### config.mk
export PLATFORM = sky130hd
export DESIGN_NAME = cfg_bit_streamer
export DESIGN_NICKNAME = d
export VERILOG_FILES = /design/src/rtl/cbs_pkg.sv /design/src/rtl/cbs_bit_rom.sv /design/src/rtl/cbs_clk_src.sv /design/src/rtl/cbs_pos_ctr.sv /design/src/rtl/cfg_bit_streamer.sv
export SDC_FILE = /design/constraint.sdc
export NUM_CORES = 1
export LEC_CHECK = 0
export CELL_PAD_IN_SITES_DETAIL_PLACEMENT = 1
export CELL_PAD_IN_SITES_GLOBAL_PLACEMENT = 1
export CORE_ASPECT_RATIO = 1.25
export CORE_MARGIN = 5
export CORE_UTILIZATION = 35
export DETAILED_ROUTE_END_ITERATION = 8
export DONT_BUFFER_PORTS = 1
export HOLD_SLACK_MARGIN = 0.02
export PLACE_DENSITY = 0.72
export SLEW_MARGIN = 20
export SYNTH_ARGS = -nofsm -noshare
export SYNTH_HDL_FRONTEND = slang
export SYNTH_HIERARCHICAL = 1
export SYNTH_SLANG_ARGS = --single-unit
### constraint.sdc
create_clock -name clk -period 2.3 [get_ports clk]
set_input_delay 0.115 -clock clk [delete_from_list [all_inputs] [get_ports clk]]
set_output_delay 0.115 -clock clk [all_outputs]
set_load 0.03 [all_outputs]
### src/rtl/cbs_pkg.sv
package cbs_pkg;

   typedef enum logic [1:0] {
      ST_IDLE   = 2'd0,
      ST_STREAM = 2'd1,
      ST_PAUSE  = 2'd2,
      ST_DONE   = 2'd3
   } cbs_state_e;

   // Counter width able to hold the value n; never below 4 so that the
   // byte-select slice of the bit position is always at least one bit wide.
   function automatic int unsigned pos_width(input int unsigned n);
      int unsigned w;
      w = $clog2(n + 1);
      return (w < 4) ? 4 : w;
   endfunction

endpackage

### src/rtl/cbs_bit_rom.sv
module cbs_bit_rom #(
   parameter int unsigned NUM_BITS = 40,
   parameter int unsigned AW       = 6,
   parameter int unsigned NBYTES   = 5,
   parameter logic [8*NBYTES-1:0] INIT = '0
) (
   input  logic [AW-1:0] pos_i,
   output logic          bit_o
);

   localparam int unsigned SW = AW - 3;

   logic [7:0] rom_byte [NBYTES];

   for (genvar b = 0; b < NBYTES; b++) begin : g_byte
      assign rom_byte[b] = INIT[8*b +: 8];
   end

   if (NBYTES * 8 < NUM_BITS) begin : g_size_bad
      $error("cbs_bit_rom: storage smaller than bitstream");
   end

   logic [SW-1:0] byte_sel;
   logic [2:0]    bit_sel;

   assign byte_sel = pos_i[AW-1:3];
   assign bit_sel  = pos_i[2:0];

   always_comb begin
      bit_o = 1'b0;
      for (int b = 0; b < int'(NBYTES); b++) begin
         if (byte_sel == SW'(b)) begin
            bit_o = rom_byte[b][bit_sel];
         end
      end
   end

endmodule

### src/rtl/cbs_clk_src.sv
module cbs_clk_src #(
   parameter bit          MASTER  = 1'b1,
   parameter int unsigned CLK_DIV = 4
) (
   input  logic clk,
   input  logic rst_n,
   input  logic run_i,
   input  logic sclk_i,
   output logic sclk_o,
   output logic sclk_oe_o,
   output logic adv_o
);

   if (MASTER) begin : g_master
      localparam int unsigned DW = (CLK_DIV < 2) ? 1 : $clog2(CLK_DIV);
      localparam logic [DW-1:0] LAST = DW'(CLK_DIV - 1);

      if (CLK_DIV < 2) begin : g_div_bad
         $error("cbs_clk_src: CLK_DIV must be at least 2");
      end

      logic [DW-1:0] div_q;
      logic          sclk_q;
      logic          adv_q;
      logic          unused_sclk_in;

      assign unused_sclk_in = sclk_i;

      always_ff @(posedge clk or negedge rst_n) begin
         if (!rst_n) begin
            div_q  <= '0;
            sclk_q <= 1'b0;
            adv_q  <= 1'b0;
         end else if (!run_i) begin
            div_q  <= '0;
            sclk_q <= 1'b0;
            adv_q  <= 1'b0;
         end else begin
            // advance one system clock after the rising edge leaves the pin
            adv_q <= (div_q == LAST) && !sclk_q;
            if (div_q == LAST) begin
               div_q  <= '0;
               sclk_q <= ~sclk_q;
            end else begin
               div_q <= div_q + 1'b1;
            end
         end
      end

      assign sclk_o    = sclk_q & run_i;
      assign sclk_oe_o = 1'b1;
      assign adv_o     = adv_q;

      p_clk_idle_low_r2: assert property (@(posedge clk) disable iff (!rst_n)
         !run_i |=> !sclk_q);

   end else begin : g_slave
      logic s1_q, s2_q, s3_q;

      always_ff @(posedge clk or negedge rst_n) begin
         if (!rst_n) begin
            s1_q <= 1'b0;
            s2_q <= 1'b0;
            s3_q <= 1'b0;
         end else begin
            s1_q <= sclk_i;
            s2_q <= s1_q;
            s3_q <= s2_q;
         end
      end

      assign sclk_o    = 1'b0;
      assign sclk_oe_o = 1'b0;
      assign adv_o     = s2_q & ~s3_q & run_i;
   end

endmodule

### src/rtl/cbs_pos_ctr.sv
module cbs_pos_ctr #(
   parameter int unsigned NUM_BITS = 40,
   parameter int unsigned AW       = 6
) (
   input  logic          clk,
   input  logic          rst_n,
   input  logic          oe_i,
   input  logic          cs_n_i,
   input  logic          adv_i,
   output logic [AW-1:0] pos_o,
   output logic          done_o
);

   localparam logic [AW-1:0] END_POS = AW'(NUM_BITS);

   logic [AW-1:0] pos_q;

   assign done_o = (pos_q == END_POS);
   assign pos_o  = pos_q;

   always_ff @(posedge clk or negedge rst_n) begin
      if (!rst_n) begin
         pos_q <= '0;
      end else if (!oe_i) begin
         pos_q <= '0;
      end else if (adv_i && !cs_n_i && !done_o) begin
         pos_q <= pos_q + 1'b1;
      end
   end

   p_oe_low_clears_r1: assert property (@(posedge clk) disable iff (!rst_n)
      !oe_i |=> (pos_q == '0));

   p_hold_cs_high_r6: assert property (@(posedge clk) disable iff (!rst_n)
      (oe_i && cs_n_i) |=> (pos_q == $past(pos_q)));

   p_step_one_r5: assert property (@(posedge clk) disable iff (!rst_n)
      oe_i |=> ((pos_q == $past(pos_q)) || (pos_q == $past(pos_q) + 1'b1)));

   p_done_sticky_r7: assert property (@(posedge clk) disable iff (!rst_n)
      (done_o && oe_i) |=> done_o);

   p_no_overrun_r7: assert property (@(posedge clk) disable iff (!rst_n)
      pos_q <= END_POS);

endmodule

### src/rtl/cfg_bit_streamer.sv
module cfg_bit_streamer
   import cbs_pkg::*;
#(
   parameter int unsigned NUM_BITS        = 40,
   parameter logic [8*((NUM_BITS+7)/8)-1:0] ROM_INIT = 40'hE1_96_0F_3C_A5,
   parameter bit          MASTER          = 1'b1,
   parameter int unsigned CLK_DIV         = 4,
   parameter bit          DONE_DRIVE_HIGH = 1'b1
) (
   input  logic clk,
   input  logic rst_n,
   input  logic oe_i,
   input  logic cs_n_i,
   input  logic sclk_i,
   output logic sclk_o,
   output logic sclk_oe_o,
   output logic sdata_o,
   output logic sdata_oe_o,
   output logic done_o
);

   localparam int unsigned NBYTES = (NUM_BITS + 7) / 8;
   localparam int unsigned AW     = pos_width(NUM_BITS);

   if (NUM_BITS < 1) begin : g_len_bad
      $error("cfg_bit_streamer: NUM_BITS must be positive");
   end

   logic [AW-1:0] pos;
   logic          done;
   logic          adv;
   logic          rom_bit;
   logic          run;
   logic          park_drive;
   cbs_state_e    st;

   always_comb begin
      if (!oe_i) begin
         st = ST_IDLE;
      end else if (done) begin
         st = ST_DONE;
      end else if (cs_n_i) begin
         st = ST_PAUSE;
      end else begin
         st = ST_STREAM;
      end
   end

   assign run = (st == ST_STREAM);

   cbs_clk_src #(
      .MASTER  (MASTER),
      .CLK_DIV (CLK_DIV)
   ) u_clk_src (
      .clk       (clk),
      .rst_n     (rst_n),
      .run_i     (run),
      .sclk_i    (sclk_i),
      .sclk_o    (sclk_o),
      .sclk_oe_o (sclk_oe_o),
      .adv_o     (adv)
   );

   cbs_pos_ctr #(
      .NUM_BITS (NUM_BITS),
      .AW       (AW)
   ) u_pos_ctr (
      .clk    (clk),
      .rst_n  (rst_n),
      .oe_i   (oe_i),
      .cs_n_i (cs_n_i),
      .adv_i  (adv),
      .pos_o  (pos),
      .done_o (done)
   );

   cbs_bit_rom #(
      .NUM_BITS (NUM_BITS),
      .AW       (AW),
      .NBYTES   (NBYTES),
      .INIT     (ROM_INIT)
   ) u_bit_rom (
      .pos_i (pos),
      .bit_o (rom_bit)
   );

   if (DONE_DRIVE_HIGH) begin : g_park_high
      assign park_drive = (st == ST_DONE) && !cs_n_i;
   end else begin : g_park_float
      assign park_drive = 1'b0;
   end

   assign sdata_oe_o = run | park_drive;
   assign sdata_o    = run ? rom_bit : park_drive;
   assign done_o     = done;

endmodule

==> impl_metrics.tcl <==
set metrics [dict create \
    antenna_found_initial 0 \
    start_util_pct 35.82 \
    fin_nets 91 \
    synth_nets 83 \
    ys_seq_elements 10 \
    synth_edf_count 0 \
    cts_inserted_buffers 3 \
    power_leakage_nw 0.3411 \
    routed_wl_um 1612 \
    clkSlewWorstSetupHoldPaths_ns 0.07 \
    final.fill_count 234 \
    die_y_um 59.49 \
    synth_top_area_share_pct 36.50 \
    grt_pass1_vias 619 \
    finalHoldViolCount 0 \
    max_freq_mhz 474.3 \
    cp.required_ns 2.18 \
    io_pins 10 \
    critPathMaxFanout 2 \
    hold-path-cell-count 2 \
    finalNonFillerCells 101 \
    synthTopCellsByArea "dfrtp_1 36%, ha_1 7.3%, nand2b_4 4.0%" \
    drive_gt1_share_pct 13.58 \
    reg2reg_depth 4 \
    cts_tree "yes" \
    synth.largest_area_cell "dfrtp_1" \
    synth.avg_cell_area_um2 9.266 \
    dieArea_mm2 0.002950 \
    outcome "finished clean" \
    preCtsSetupSlack_ns 0.4751 \
    yosys_warnings 6 \
    hp-class "in2reg" \
    grt_usage_pct 12.45 \
    reg2reg_slack_ns 0.62 \
    gp_congestion 0.6918 \
    final_common_cell "dfrtp_1" \
    design_area_um2 778.2 \
    critPathArrivalTime_ns 1.99 \
    maxCapViolCount 0 \
    port-buffer-count 0 \
    rsz0062_at_grt "false" \
    cts.sinks 10 \
    antenna_cells 0 \
    clk_latency_ns 0.27 \
    drt-met1-wl_um 601 \
    vdd_drop_max_uv 252.5 \
    endpoint_kind "output port" \
    grt_max_degree 12 \
    setup_tns_ns 0 \
    synth_area_um2 685.7 \
    wire_per_inst_um 15.96 \
    ys_types 35 \
    synth_flop_cell "dfrtp_1" \
    cts_max_level 1 \
    route.met3.wl_um 23 \
    reg2reg_from "u_pos_ctr/pos_o[2]" \
    ant_nets 0 \
    min_period_ns 2.108 \
    top_layer "met4" \
    clock_path_buffers 2 \
    crit_type "reg2out" \
    cp-start-kind "register" \
    seq_area_frac_synth_pct 36.50 \
    fin_crit_sh_pct 91.67 \
    async_reset_ff_share_pct 100.0 \
    drc_errors 0 \
    reg2reg_to "u_clk_src/g_master.div_q[0]" \
    regArea_um2 250.2 \
    grt_pass1_wl_um 2718 \
    cts_root_buf "clkbuf_4" \
    core_area_mm2 0.001914 \
    hpwl_um 1262 \
    dp_cells 95 \
    power_density_mw_per_mm2 468.3 \
    die_x_um 49.59 \
    finalWorstSetupSlack_ns 0.1916 \
    layout_common_cells "10 x dfrtp_1, 7 x nand2_1, 6 x inv_1" \
    vias_per_cell 5.713 \
    postSynthCellCount 74 \
    area_delta_synth_final_pct 13.50 \
    overflow 0 \
    clock_skew_ns 0.003341 \
    rows 18 \
    met2_length_um 968 \
    multi_input_area_um2 401.6 \
    setup_violations 0 \
    vias 577 \
    hold_path.startpoint "oe_i" \
    drtIter0Drc 9 \
    hold-path-endpoint "u_pos_ctr/pos_o[0]" \
    detail_route.first_pass.iterations 2 \
    drv_slew 0 \
    place_area_um2 721.9 \
]
## synth_stat cells, drive strengths merged (2+ instances only)
| master | count |
|---|---|
| inv | 6 |
| and2 | 3 |
| nor2 | 5 |
| nand3 | 4 |
| nand2b | 6 |
| o311ai | 2 |
| ha | 4 |
| o2111ai | 2 |
| dfrtp | 10 |
| nand3b | 2 |
| a21boi | 2 |
| nor3b | 2 |
| xor2 | 2 |
| nand2 | 7 |
## logic make-up (layout without fill, tap and decap cells)
family / after synthesis / after routing / share of synthesized area (%)
mux: 1 / 1 / 1.460
simple gates: 35 / 35 / 32.12
xor+xnor: 2 / 2 / 2.555
fa+ha+maj: 4 / 4 / 7.300
other cells: 1 / 1 / 0.5469
buf+inv: 8 / 15 / 4.927
compound gates: 13 / 13 / 14.60
flops: 10 / 10 / 36.50
## power breakdown
part	switching [mW]	internal [mW]	leakage, nW
Combinational	0.0156	0.00798	0.181
Clock	0.0662	0.0962	0.0210
Sequential	0.00102	0.177	0.139
Total	0.0828	0.282	0.341
## registers in the layout, indices dropped and copies added (netlist names)
name and flops:
u_clk_src/g_master.div_q 2, u_pos_ctr/pos_o 6, u_clk_src/g_master.sclk_q 1, u_clk_src/adv_o 1
## what timing repair did
item                                    CTS  global route
hold endpoints to repair                 16             0
gates resized for setup                   0             0
buffers inserted                          0             0
endpoints found under the setup margin    0             0
hold buffers                              2             0
## stage by stage
step	total power, mW	hold slack (ns)	utilization (%)
CTS	0.3704	0.02318	40.65
finish	0.3645	0.02712	40.65
floorplan	0.1991	-0.1806	-
global placement	0.1969	-0.1801	37.71
global route	0.3821	0.03923	40.65
detailed placement	0.1977	-0.1802	37.71
## how the worst max path moves through the flow
| stage | startpoint | to | slack [ns] |
|---|---|---|---|
| floorplan | u_pos_ctr/pos_o[2] | sclk_o | 0.31 |
| global placement | u_pos_ctr/pos_o[0] | sdata_o | 0.47 |
| detailed placement | u_pos_ctr/pos_o[0] | sdata_o | 0.48 |
| CTS | u_pos_ctr/pos_o[0] | sdata_o | 0.17 |
| global route | u_pos_ctr/pos_o[0] | sdata_o | 0.06 |
| finish | u_pos_ctr/pos_o[0] | sdata_o | 0.19 |
## cell type report
cell class,count,area share [%]
Multi-Input combinational cell,56,51.61
Inverter,6,2.894
Timing Repair Buffer,5,5.466
Tap cell,20,3.215
Clock buffer,4,4.662
Sequential cell,10,32.15
## per-layer routing
layer,GRT usage (%),vias up
met5,0,-
met4,5.993,0
met3,3.023,2
met2,24.36,4
met1,11.80,295
li1,-,276
## critical path, cell delays in order (launching register included)
cell	delay [ns]
dfrtp_1	0.35
inv_1	0.05
ha_1	0.30
nand3b_1	0.16
a31o_1	0.22
o32ai_1	0.27
nor2_1	0.09
nor2_2	0.29
No activity file was read; power rests on OpenSTA's default activity.
